--- config.mk ---
export PLATFORM = sky130hd
export DESIGN_NAME = sysclk_ctrl
export DESIGN_NICKNAME = d
export VERILOG_FILES = /design/src/rtl/sysclk_ctrl_pkg.sv /design/src/rtl/sysclk_ctrl_regs.sv /design/src/rtl/sysclk_ctrl_div.sv /design/src/rtl/sysclk_ctrl_out.sv /design/src/rtl/sysclk_ctrl.sv
export SDC_FILE = /design/constraint.sdc
export NUM_CORES = 1
export LEC_CHECK = 0
export BUFFER_PORTS_ARGS = -buffer_cell sky130_fd_sc_hd__buf_4
export CAP_MARGIN = 20
export CORE_MARGIN = 2
export CORE_UTILIZATION = 50
export DETAILED_ROUTE_END_ITERATION = 10
export GPL_ROUTABILITY_DRIVEN = 0
export PLACE_DENSITY = 0.77
export SETUP_SLACK_MARGIN = 0.15
export SLEW_MARGIN = 10
export SYNTH_ARGS = -nofsm -noshare
export SYNTH_HDL_FRONTEND = slang
export SYNTH_SLANG_ARGS = --single-unit
export TNS_END_PERCENT = 10
--- constraint.sdc ---
create_clock -name clk_i -period 1.85 [get_ports clk_i]
set_input_delay 0.37 -clock clk_i [delete_from_list [all_inputs] [get_ports clk_i]]
set_output_delay 0.37 -clock clk_i [all_outputs]
set_load 0.1 [all_outputs]
--- src/rtl/sysclk_ctrl_pkg.sv ---
package sysclk_ctrl_pkg;

   localparam int CC_DW = 8;

   // CR0 layout: fields decoded by the divider and output stage
   typedef struct packed {
      logic       src_sub;    // 7: CPU clock from sub oscillator
      logic       div8;       // 6: force divide-by-8
      logic       main_off;   // 5: main oscillator stopped
      logic       sub_on;     // 4: sub oscillator enabled
      logic       sub_drv;    // 3: sub oscillator high drive
      logic       wait_gate;  // 2: gate peripheral clocks in wait
      logic [1:0] cko_sel;    // 1:0 clock-out source
   } ccr0_t;

   // CR1 layout
   typedef struct packed {
      logic [1:0] div;        // 7:6 ratio code
      logic       main_drv;   // 5: main oscillator high drive
      logic       fc_sel;     // 4: stored select bit
      logic [2:0] rsv;        // 3:1 reserved, zero
      logic       stop;       // 0: stop mode
   } ccr1_t;

   typedef enum logic [1:0] {
      CKO_PORT = 2'b00,
      CKO_SUB  = 2'b01,
      CKO_MAIN = 2'b10,
      CKO_DIV  = 2'b11
   } cko_e;

   // divide ratio minus one
   function automatic logic [3:0] div_limit(input logic force8, input logic [1:0] code);
      logic [3:0] lim;
      if (force8) begin
         lim = 4'd7;
      end else begin
         unique case (code)
            2'b00:   lim = 4'd0;
            2'b01:   lim = 4'd1;
            2'b10:   lim = 4'd3;
            default: lim = 4'd15;
         endcase
      end
      return lim;
   endfunction

endpackage

--- src/rtl/sysclk_ctrl_regs.sv ---
module sysclk_ctrl_regs
   import sysclk_ctrl_pkg::*;
#(
   parameter int          ADDR_W  = 4,
   parameter int          R0_ADDR = 6,
   parameter int          R1_ADDR = 7,
   parameter logic [7:0]  R0_RST  = 8'h48,
   parameter logic [7:0]  R1_RST  = 8'h20
) (
   input  logic              clk,
   input  logic              rst_n,
   input  logic [ADDR_W-1:0] addr,
   input  logic [CC_DW-1:0]  wdata,
   input  logic              we,
   input  logic              prot_en,
   input  logic              wake,
   output logic [CC_DW-1:0]  rdata,
   output ccr0_t             r0_o,
   output ccr1_t             r1_o
);

   localparam logic [ADDR_W-1:0] A0 = ADDR_W'(R0_ADDR);
   localparam logic [ADDR_W-1:0] A1 = ADDR_W'(R1_ADDR);

   generate
      if (R0_ADDR == R1_ADDR) begin : g_bad_addr
         $error("register addresses must differ");
      end
      if (R0_ADDR >= (1 << ADDR_W) || R1_ADDR >= (1 << ADDR_W)) begin : g_bad_range
         $error("register address exceeds address width");
      end
   endgenerate

   ccr0_t r0_q, r0_d;
   ccr1_t r1_q, r1_d;
   logic  wr0, wr1, stop_entry;

   always_comb begin
      wr0        = we && prot_en && (addr == A0);
      wr1        = we && prot_en && (addr == A1);
      r0_d       = r0_q;
      r1_d       = r1_q;
      if (wr0) begin
         r0_d = ccr0_t'(wdata);
         // source and sub enable may not change in one write
         if ((wdata[7] != r0_q.src_sub) && (wdata[4] != r0_q.sub_on))
            r0_d.src_sub = r0_q.src_sub;
      end
      if (wr1) begin
         r1_d     = ccr1_t'(wdata);
         r1_d.rsv = '0;
      end
      stop_entry = wr1 && wdata[0] && !r1_q.stop && !wake;
      if (stop_entry) begin
         r0_d.sub_drv = 1'b1;
         if (!r0_q.src_sub) begin
            r0_d.div8     = 1'b1;
            r1_d.main_drv = 1'b1;
         end
      end
      if (wake) r1_d.stop = 1'b0;
   end

   always_ff @(posedge clk or negedge rst_n) begin
      if (!rst_n) begin
         r0_q <= ccr0_t'(R0_RST);
         r1_q <= ccr1_t'(R1_RST & 8'hF1);
      end else begin
         r0_q <= r0_d;
         r1_q <= r1_d;
      end
   end

   always_comb begin
      if (addr == A0)      rdata = r0_q;
      else if (addr == A1) rdata = r1_q;
      else                 rdata = '0;
   end

   assign r0_o = r0_q;
   assign r1_o = r1_q;

   AST_PROT_BLOCK: assert property (@(posedge clk) disable iff (!rst_n)
      (we && !prot_en) |=> ($stable(r0_q) && $stable(r1_q[7:1])));

   AST_SRC_GUARD: assert property (@(posedge clk) disable iff (!rst_n)
      (we && prot_en && addr == A0 && wdata[7] != r0_q.src_sub && wdata[4] != r0_q.sub_on)
      |=> $stable(r0_q.src_sub));

   AST_WAKE_CLEAR: assert property (@(posedge clk) disable iff (!rst_n)
      wake |=> !r1_q.stop);

   AST_LOW_SPEED_KEEP: assert property (@(posedge clk) disable iff (!rst_n)
      (we && prot_en && addr == A1 && wdata[0] && !r1_q.stop && !wake && r0_q.src_sub)
      |=> ($stable(r0_q.div8) && r0_q.sub_drv));

endmodule

--- src/rtl/sysclk_ctrl_div.sv ---
module sysclk_ctrl_div
   import sysclk_ctrl_pkg::*;
#(
   parameter int         CNT_W   = 4,
   parameter logic [3:0] RST_LIM = 4'd7,
   parameter logic       RST_SUB = 1'b0
) (
   input  logic clk,
   input  logic rst_n,
   input  logic main_tick,
   input  logic sub_tick,
   input  logic stop,
   input  logic src_sub_req,
   input  logic div8_req,
   input  logic [1:0] div_req,
   output logic cpu_tick
);

   generate
      if (CNT_W < 4) begin : g_bad_cnt
         $error("counter too narrow for divide-by-16");
      end
   endgenerate

   logic [CNT_W-1:0] cnt_q, lim_q, lim_req;
   logic             sub_q, src_tick, at_end;

   assign lim_req  = CNT_W'(div_limit(div8_req, div_req));
   assign src_tick = sub_q ? sub_tick : main_tick;
   assign at_end   = sub_q || (cnt_q == lim_q);
   assign cpu_tick = !stop && src_tick && at_end;

   // settings load only at the end of a divided period
   always_ff @(posedge clk or negedge rst_n) begin
      if (!rst_n) begin
         cnt_q <= '0;
         lim_q <= CNT_W'(RST_LIM);
         sub_q <= RST_SUB;
      end else if (stop) begin
         cnt_q <= '0;
      end else if (src_tick) begin
         if (at_end) begin
            cnt_q <= '0;
            lim_q <= lim_req;
            sub_q <= src_sub_req;
         end else begin
            cnt_q <= cnt_q + 1'b1;
         end
      end
   end

   AST_HOLD_MID: assert property (@(posedge clk) disable iff (!rst_n)
      !cpu_tick |=> ($stable(lim_q) && $stable(sub_q)));

   AST_CNT_BOUND: assert property (@(posedge clk) disable iff (!rst_n)
      cnt_q <= lim_q);

endmodule

--- src/rtl/sysclk_ctrl_out.sv ---
module sysclk_ctrl_out
   import sysclk_ctrl_pkg::*;
#(
   parameter bit CKO_REG = 1'b0
) (
   input  logic       clk,
   input  logic       rst_n,
   input  logic [1:0] cko_sel,
   input  logic       main_tick,
   input  logic       sub_tick,
   input  logic       cpu_tick,
   input  logic       stop,
   input  logic       wait_req,
   input  logic       wait_gate,
   output logic       clkout,
   output logic       per_en,
   output logic       fc_en
);

   logic cko_d;

   always_comb begin
      unique case (cko_e'(cko_sel))
         CKO_SUB:  cko_d = sub_tick && !stop;
         CKO_MAIN: cko_d = main_tick && !stop;
         CKO_DIV:  cko_d = cpu_tick;
         default:  cko_d = 1'b0;
      endcase
   end

   generate
      if (CKO_REG) begin : g_cko_reg
         logic cko_q;
         always_ff @(posedge clk or negedge rst_n) begin
            if (!rst_n) cko_q <= 1'b0;
            else        cko_q <= cko_d;
         end
         assign clkout = cko_q;
      end else begin : g_cko_comb
         assign clkout = cko_d;
      end
   endgenerate

   assign fc_en  = !stop;
   assign per_en = !stop && !(wait_req && wait_gate);

endmodule

--- src/rtl/sysclk_ctrl.sv ---
module sysclk_ctrl
   import sysclk_ctrl_pkg::*;
#(
   parameter int         ADDR_W  = 4,
   parameter int         R0_ADDR = 6,
   parameter int         R1_ADDR = 7,
   parameter logic [7:0] R0_RST  = 8'h48,
   parameter logic [7:0] R1_RST  = 8'h20,
   parameter int         CNT_W   = 4,
   parameter bit         CKO_REG = 1'b0
) (
   input  logic              clk_i,
   input  logic              rst_ni,
   input  logic [ADDR_W-1:0] addr_i,
   input  logic [7:0]        wdata_i,
   input  logic              we_i,
   input  logic              prot_en_i,
   output logic [7:0]        rdata_o,
   input  logic              main_tick_i,
   input  logic              sub_tick_i,
   input  logic              wait_req_i,
   input  logic              wake_i,
   output logic              cpu_tick_o,
   output logic              per_clk_en_o,
   output logic              fc_clk_en_o,
   output logic              clkout_o,
   output logic              main_osc_en_o,
   output logic              sub_osc_en_o,
   output logic              main_drive_hi_o,
   output logic              sub_drive_hi_o
);

   localparam logic [3:0] RST_LIM = div_limit(R0_RST[6], R1_RST[7:6]);

   ccr0_t r0;
   ccr1_t r1;
   logic  stop;

   sysclk_ctrl_regs #(
      .ADDR_W(ADDR_W), .R0_ADDR(R0_ADDR), .R1_ADDR(R1_ADDR),
      .R0_RST(R0_RST), .R1_RST(R1_RST)
   ) i_regs (
      .clk(clk_i), .rst_n(rst_ni), .addr(addr_i), .wdata(wdata_i),
      .we(we_i), .prot_en(prot_en_i), .wake(wake_i), .rdata(rdata_o),
      .r0_o(r0), .r1_o(r1)
   );

   assign stop = r1.stop;

   sysclk_ctrl_div #(
      .CNT_W(CNT_W), .RST_LIM(RST_LIM), .RST_SUB(R0_RST[7])
   ) i_div (
      .clk(clk_i), .rst_n(rst_ni), .main_tick(main_tick_i), .sub_tick(sub_tick_i),
      .stop(stop), .src_sub_req(r0.src_sub), .div8_req(r0.div8),
      .div_req(r1.div), .cpu_tick(cpu_tick_o)
   );

   sysclk_ctrl_out #(
      .CKO_REG(CKO_REG)
   ) i_out (
      .clk(clk_i), .rst_n(rst_ni), .cko_sel(r0.cko_sel), .main_tick(main_tick_i),
      .sub_tick(sub_tick_i), .cpu_tick(cpu_tick_o), .stop(stop),
      .wait_req(wait_req_i), .wait_gate(r0.wait_gate),
      .clkout(clkout_o), .per_en(per_clk_en_o), .fc_en(fc_clk_en_o)
   );

   assign main_osc_en_o   = !r0.main_off && !stop;
   assign sub_osc_en_o    = r0.sub_on && !stop;
   assign main_drive_hi_o = r1.main_drv;
   assign sub_drive_hi_o  = r0.sub_drv;

   AST_STOP_QUIET: assert property (@(posedge clk_i) disable iff (!rst_ni)
      r1.stop |-> (!cpu_tick_o && !main_osc_en_o && !per_clk_en_o));

   AST_WAIT_GATE: assert property (@(posedge clk_i) disable iff (!rst_ni)
      (wait_req_i && r0.wait_gate) |-> !per_clk_en_o);

endmodule

=== Word level (Yosys, flattened, before mapping) ===
Index checks and enable logic that the tools add are counted.

* Output and inout port bits: 16
* Register bits: 22
* Logic and storage cells: 70
* Input bits: 20

* $add $sub $neg: 1
* Equality and inequality tests: 10
* Mux-type cells: 17
* Reduce and logical (&&, ||, !) cells: 26
* Bitwise logic cells: 2

{| class="wikitable"
|+ Operator list
! kind !! count
|-
| two-way mux 4 bit || 4
|-
| two-way mux 8 bit || 2
|-
| logical AND 1 bit || 15
|-
| one-hot mux 4 bit (3 select lines) || 1
|-
| equality test 4 x 3 -> 1 bit (second input constant) || 2
|-
| two-way mux 1 bit || 7
|-
| two-way mux 7 bit || 1
|-
| equality test 2 bit (second input constant) || 3
|-
| two-way mux 6 bit || 1
|-
| nonzero test 2 bit || 3
|-
| adder 4 x 1 -> 4 bit (second input constant) || 1
|-
| equality test 2 x 1 -> 1 bit (second input constant) || 2
|-
| equality test 4 bit || 1
|-
| logical NOT 1 bit || 4
|-
| one-hot mux 1 bit (3 select lines) || 1
|-
| AND reduction 3 bit || 1
|-
| logical NOT 2 bit || 1
|-
| inequality test 1 bit || 2
|-
| inverter 1 bit || 2
|-
| AND reduction 2 bit || 1
|-
| logical OR 1 bit || 1
|}

=== Logic depth before layout (Yosys ltp) ===
Gate-level depths: netlist of run 1.

* Depth after elaboration: 6
* Gate-level depth with buffers: 6
* Gate-level depth less buffers: 4

=== Hierarchy ===
Synthesis of run 1 repeated with hierarchy kept, for this count alone.

* Cell total of the unflattened synthesis: 126
* Area total of the unflattened synthesis: 1336.3 µm²

{| class="wikitable"
|+ Modules (own cells, without submodules)
! module !! cells each !! seq. area each (µm²) !! instances !! area each (µm²)
|-
| sysclk_ctrl_regs || 66 || 329.1 || 1 || 726.9
|-
| sysclk_ctrl_div || 47 || 229.0 || 1 || 508.0
|-
| sysclk_ctrl_out || 11 || 0.0 || 1 || 91.3
|-
| sysclk_ctrl || 2 || 0.0 || 1 || 10.0
|}

=== Worst setup path after synthesis of run 1 ===
OpenSTA, ideal clock, no wires.

* Path kind: flip-flop to output port
* Start point: register i_div.lim_q[2]
* End point: output port clkout_o
* Buffers on the path: 0
* Required time: 1480 ps
* Arrival: 3408 ps
* Setup slack: -1928 ps
* Stages on the path, launching flop included: 5
* Path through: dfstp_2 > xor2_1 > nor4_2 > o21ai_2 > o32ai_1

* Word-level cells in the longest chain between the ends: 4

{| class="wikitable"
|+ RTL lines
! what !! line !! source
|-
| start: declaration || sysclk_ctrl_div.sv:25 || <nowiki>logic [CNT_W-1:0] cnt_q, lim_q, lim_req;</nowiki>
|-
| start signal: assignment || sysclk_ctrl_div.sv:37 || <nowiki>lim_q <= CNT_W'(RST_LIM);</nowiki>
|-
| start signal: assignment || sysclk_ctrl_div.sv:44 || <nowiki>lim_q <= lim_req;</nowiki>
|-
| equality test 4 bit || sysclk_ctrl_div.sv:30 || <nowiki>assign at_end = sub_q || (cnt_q == lim_q);</nowiki>
|-
| logical OR 1 bit || sysclk_ctrl_div.sv:30 ||
|-
| logical AND 1 bit || sysclk_ctrl_div.sv:31 || <nowiki>assign cpu_tick = !stop && src_tick && at_end;</nowiki>
|-
| one-hot mux 1 bit (3 select lines) || sysclk_ctrl_out.sv:23 || <nowiki>unique case (cko_e'(cko_sel))</nowiki>
|-
| end: declaration || sysclk_ctrl.sv:26 || <nowiki>output logic clkout_o,</nowiki>
|}

No other way between the ends.

=== Worst setup path in the final report of run 1 ===
* Start point: register i_div.lim_q[0]
* End point: output port clkout_o

Same word-level chain as after synthesis.

==> results of run 1 <==
==> cells by family (layout without fill, tap and decap cells) <==
logic type	count (synthesis)	after routing	share of synthesized area
AND/OR/NAND/NOR	43	43	0.179
flip-flops	22	22	0.448
AO/OA/AOI/OAI	15	15	0.0733
adder cells (fa/ha/maj)	4	4	0.0402
buffers and inverters	10	60	0.0361
XOR/XNOR	5	5	0.0351
multiplexers	22	22	0.189
==> power by group through the flow <==
stage	combinational [W]	sequential, W	clock [W]
detailed placement	0.00129	0.000806	0
finish	0.00144	0.000816	0.000220
floorplan	0.000824	0.000876	0
CTS	0.00140	0.000797	0.000229
global placement	0.00126	0.000796	0
global route	0.00153	0.000833	0.000250
==> layer usage <==
layer	wire length, um	vias to the layer above	track usage
li1	-	522	-
met1	1250	544	0.273
met2	1630	20	0.362
met3	87	2	0.0194
met4	15	0	0.0598
met5	0	-	0
==> synthesized netlist by cell type (2+ instances only) <==
library cell,instances
and2_1,2
ha_1,4
buf_4,2
nand3b_1,4
nand3_1,4
mux2i_1,13
a31oi_1,2
dfstp_2,6
xor2_1,4
nor3_1,2
a21oi_1,5
dfrtp_1,16
nor2_1,14
nand2_1,10
nor2b_1,2
o21ai_0,5
inv_1,7
mux2_1,5
mux2_2,3
==> timing repair <==
action	in CTS	in global routing
gates cloned	0	0
gates resized for setup	9	13
endpoints found under the setup margin	6	11
hold buffers	1	0
buffers inserted	1	0
endpoints found under the hold margin	16	0
pin swaps	1	1
==> layout make-up <==
| class | count | share of cell area |
|---|---|---|
| Multi-Input combinational cell | 89 | 0.395 |
| Sequential cell | 22 | 0.310 |
| Timing Repair Buffer | 49 | 0.244 |
| Tap cell | 30 | 0.0209 |
| Clock buffer | 4 | 0.0146 |
| Inverter | 7 | 0.0146 |
==> worst paths after layout <==
check                               start        endpoint  cells past startpoint  slack [ps]
setup / recovery           i_div.lim_q[0]        clkout_o                      5        -400
hold / removal                     wake_i  i_regs.r1_o[0]                      2         220
setup reg to reg           i_div.lim_q[0]  i_div.cnt_q[1]                      5         140
hold reg to reg            i_div.lim_q[1]  i_div.lim_q[1]                      2         500
max in group asynchronous          rst_ni  i_regs.r0_o[6]                      2        1100
min in group asynchronous          rst_ni  i_regs.r1_o[4]                      2         470
==> worst max-delay path, cell delays in order (launching register included) <==
cell and delay (ps):
dfstp_2 560, xor2_1 90, nor4_2 360, o21ai_2 120
o32ai_4 250, buf_12 210
==> through the flow <==
| stage | worst slack, ps | power (W) |
|---|---|---|
| 6_report | -399 | 0.00247 |
| 3_3_place_gp | -132 | 0.00205 |
| 2_1_floorplan | -460 | 0.00170 |
| 4_1_cts | -396 | 0.00243 |
| 3_5_place_dp | -150 | 0.00210 |
| 5_1_grt | -482 | 0.00261 |
==> sequential cells by signal, indices dropped and copies added (netlist names) <==
| register | flops |
|---|---|
| i_div.cnt_q | 4 |
| i_regs.r1_o | 5 |
| i_regs.r0_o | 8 |
| i_div.lim_q | 4 |
| i_div.sub_q | 1 |
==> impl_metrics.ini, run 1 <==
[layout]
area_growth_pct = 44.3
multi_input_area_um2 = 711
fin_area_um2 = 1800
stdcell_count = 201
fillers = 167
layout-drive-gt1-share = 0.439
fin_nets = 196
final_common_cell = buf_4
postLayoutCoreUtil = 0.746
layout_common_cells = 39 x buf_4, 16 x dfrtp_1, 12 x mux2i_1
seq_area_um2 = 558
antenna_cells = 0

[detailed_routing]
first_pass_iters = 4
vias = 1088
remaining_drc_errors = 0
postRouteAntennaNets = 0
routed_wl_mm = 2.99
drt_iter0_drc = 12
wire_per_inst_um = 14.9
vias_per_cell = 5.41

[critical_path]
crit_type = reg -> out
critPathCaptureType = primary output
start_kind = register
worst_ep_arrival_time_ps = 1880
critPathRequiredTime_ps = 1480
critPathMaxFanout = 2

[timing]
fin_crit_ps = 2250
hold_viol_final = 0
whs_ps = 217
setup_viol = 2
drv_slew = 0
fin_tns_setup_ps = -752
maxClockFrequency_mhz = 445
skew_ps = 6.26
fin_crit_sh = 1.22
max-slew-margin-rel = 0.778
worst_pin_slew_ps = 331
rsz0062_at_grt = true
finalWorstSetupSlack_ps = -399

[synth]
netlist.area_leader.share = 0.321
synth.ff_latch_count = 22
synth_top_area_cell = dfrtp_1
ys.flop_type = dfrtp_1
netlist_area_um2 = 1250
ys_warn_count = 0
synthArstFlopShare = 1.00
synth_nets = 145
synthCells = 121
synth_edf_count = 0
synth_cell_types = 30
synth_area_per_cell_um2 = 10.3
synthTopCellsByArea = dfrtp_1 32%, dfstp_2 13%, mux2i_1 10%
seq_area_frac_synth = 0.448

[run]
max_cap_violations = 0

[grt]
grtUsageTotal = 0.208
grt_max_degree = 23
overflow = 0
grt_pass1_wl_mm = 4.28
antenna_found_initial = 0
grt_pass1_vias = 983

[power_and_ir_drop]
powerDensity_nw_per_um2 = 1370
combPwrFrac = 0.581
leakage_nw = 0.849
clkPwrFrac = 0.089
swShare = 0.453
peakVddDrop_uv = 1290
p_sw_w = 0.00112
pwr-share-seq = 0.330
p_int_w = 0.00135

[die]
die_y_um = 53.9
dieArea_um2 = 2910
rows = 18
ios = 36
start_util = 0.517
core_um2 = 2410
die_w_um = 53.9

[placement]
dpl.cell_count = 195
dp.final_hpwl_mm = 2.28
port_buffers = 35
place_area_um2 = 1660

[clock_network]
cts_buffer_depth = 2
clkTransAtPathRegs_ps = 120
cts_root_buf = clkbuf_4
numCtsBuffers = 3
h-tree-depth = 1
cts_tree = yes
cts_sinks = 22
clk_latency_ps = 300

[run_status]
run_status = finished with violations
violations = setup timing

[min_path]
min-delay-path-class = in -> reg
No activity file was read; power rests on OpenSTA's default activity.
==> run 2: changes to the inputs <==
--- a/config.mk
+++ b/config.mk
@@ -8,10 +8,10 @@
 export BUFFER_PORTS_ARGS = -buffer_cell sky130_fd_sc_hd__buf_4
 export CAP_MARGIN = 20
 export CORE_MARGIN = 2
-export CORE_UTILIZATION = 50
+export CORE_UTILIZATION = 30
 export DETAILED_ROUTE_END_ITERATION = 10
 export GPL_ROUTABILITY_DRIVEN = 0
-export PLACE_DENSITY = 0.77
+export PLACE_DENSITY = 0.51
 export SETUP_SLACK_MARGIN = 0.15
 export SLEW_MARGIN = 10
 export SYNTH_ARGS = -nofsm -noshare
==> impl_metrics.ini, run 2 (same netlist as run 1, synthesis figures left out) <==
[placement]
place_area_um2 = 1710
dp.final_hpwl_mm = 2.37
dpl.cell_count = 218
port_buffers = 35

[detailed_routing]
vias_per_cell = 4.75
drt_iter0_drc = 48
first_pass_iters = 4
remaining_drc_errors = 0
vias = 1054
wire_per_inst_um = 13.8
routed_wl_mm = 3.06
postRouteAntennaNets = 0

[timing]
max-slew-margin-rel = 0.753
setup_viol = 2
fin_crit_ps = 2240
fin_crit_sh = 1.21
worst_pin_slew_ps = 367
maxClockFrequency_mhz = 447
rsz0062_at_grt = true
fin_tns_setup_ps = -713
finalWorstSetupSlack_ps = -389
drv_slew = 0
hold_viol_final = 0
skew_ps = 2.83

[layout]
seq_area_um2 = 558
area_growth_pct = 46.7
fillers = 397
largest_reg_flops = 8
multi_input_area_um2 = 706
layout_common_cells = 45 x buf_4, 16 x dfrtp_1, 11 x mux2i_1
stdcell_count = 222
fin_nets = 198
layout-drive-gt1-share = 0.453
fin_area_um2 = 1830
antenna_cells = 0
final_common_cell = buf_4

[run]
max_cap_violations = 0

[die]
rows = 23
dieArea_um2 = 4690
ios = 36
die_y_um = 68.5
start_util = 0.312
die_w_um = 68.5
core_um2 = 4000

[min_path]
min-delay-path-class = in -> reg
min_from = wake_i

[critical_path]
reg2reg_from = i_div.lim_q[2]
critPathMaxFanout = 3
worst_ep_arrival_time_ps = 1870
start_kind = register
crit_type = reg -> out
worstSetupStartpoint = i_div.lim_q[2]
critPathCaptureType = primary output
critPathRequiredTime_ps = 1480

[grt]
grt_pass1_vias = 1086
grtUsageTotal = 0.147
grt_max_degree = 23
overflow = 0
grt_pass1_wl_mm = 5.02
antenna_found_initial = 0

[run_status]
run_status = finished with violations
violations = setup timing

[power_and_ir_drop]
power_w = 0.00253
leakage_nw = 0.859
powerDensity_nw_per_um2 = 1390
peakVddDrop_uv = 409

[clock_network]
clk_latency_ps = 260
cts_sinks = 22
clkTransAtPathRegs_ps = 80
cts_tree = yes
cts_setup_buffers = 0
h-tree-depth = 1
cts_root_buf = clkbuf_8
cts_buffer_depth = 2
numCtsBuffers = 3
## run 2: metrics by stage
step	hold slack (ps)	setup slack (ps)	utilization
floorplan	74.4	-460	-
global placement	276	-147	0.426
detailed placement	281	-177	0.426
CTS	261	-407	0.446
global route	253	-507	0.457
finish	265	-389	0.457
## run 2: layout make-up
| class | instances | share of cell area |
|---|---|---|
| multi-input cells | 89 | 0.386 |
| inverters | 7 | 0.0144 |
| flip-flops and latches | 22 | 0.305 |
| repair buffers | 51 | 0.238 |
| clock buffers | 3 | 0.0226 |
| well taps | 50 | 0.0342 |
## run 2: worst max-delay path, stage by stage (launching register included)
cell and delay (ps):
dfstp_2 540, xor2_1 90, nor4_2 390, o21ai_2 120, o32ai_4 260, buf_12 210
## run 2: power by group
group          switching [W]  internal (W)  total (W)  leakage [nW]
clock network       0.000154      0.000145   0.000300        0.0216
logic               0.000831      0.000597    0.00143         0.570
registers           0.000138      0.000668   0.000806         0.268
total                0.00112       0.00141    0.00253         0.859
## run 2: worst paths after layout
kind	slack, ps	depth (start not counted)	endpoint
setup / recovery	-390	5	clkout_o
setup reg to reg	110	5	i_div.lim_q[3]
hold reg to reg	500	2	i_div.lim_q[2]
min in group asynchronous	530	2	i_regs.r0_o[4]
hold / removal	270	2	i_regs.r1_o[0]
max in group asynchronous	1040	2	i_div.lim_q[1]
## run 2: repair_timing
action	4_1_cts	5_1_grt
pin swaps	1	2
resized for setup	8	9
hold endpoints to repair	16	0
endpoints found under the setup margin	4	8
hold buffers	1	0
## run 2: layer usage
metal / up-vias / GRT usage / part of all wire
met4: 0 / 0.0675 / 0.014
met2: 18 / 0.240 / 0.50
met1: 511 / 0.189 / 0.45
met5: - / 0 / 0
met3: 2 / 0.0230 / 0.033
li1: 523 / - / -
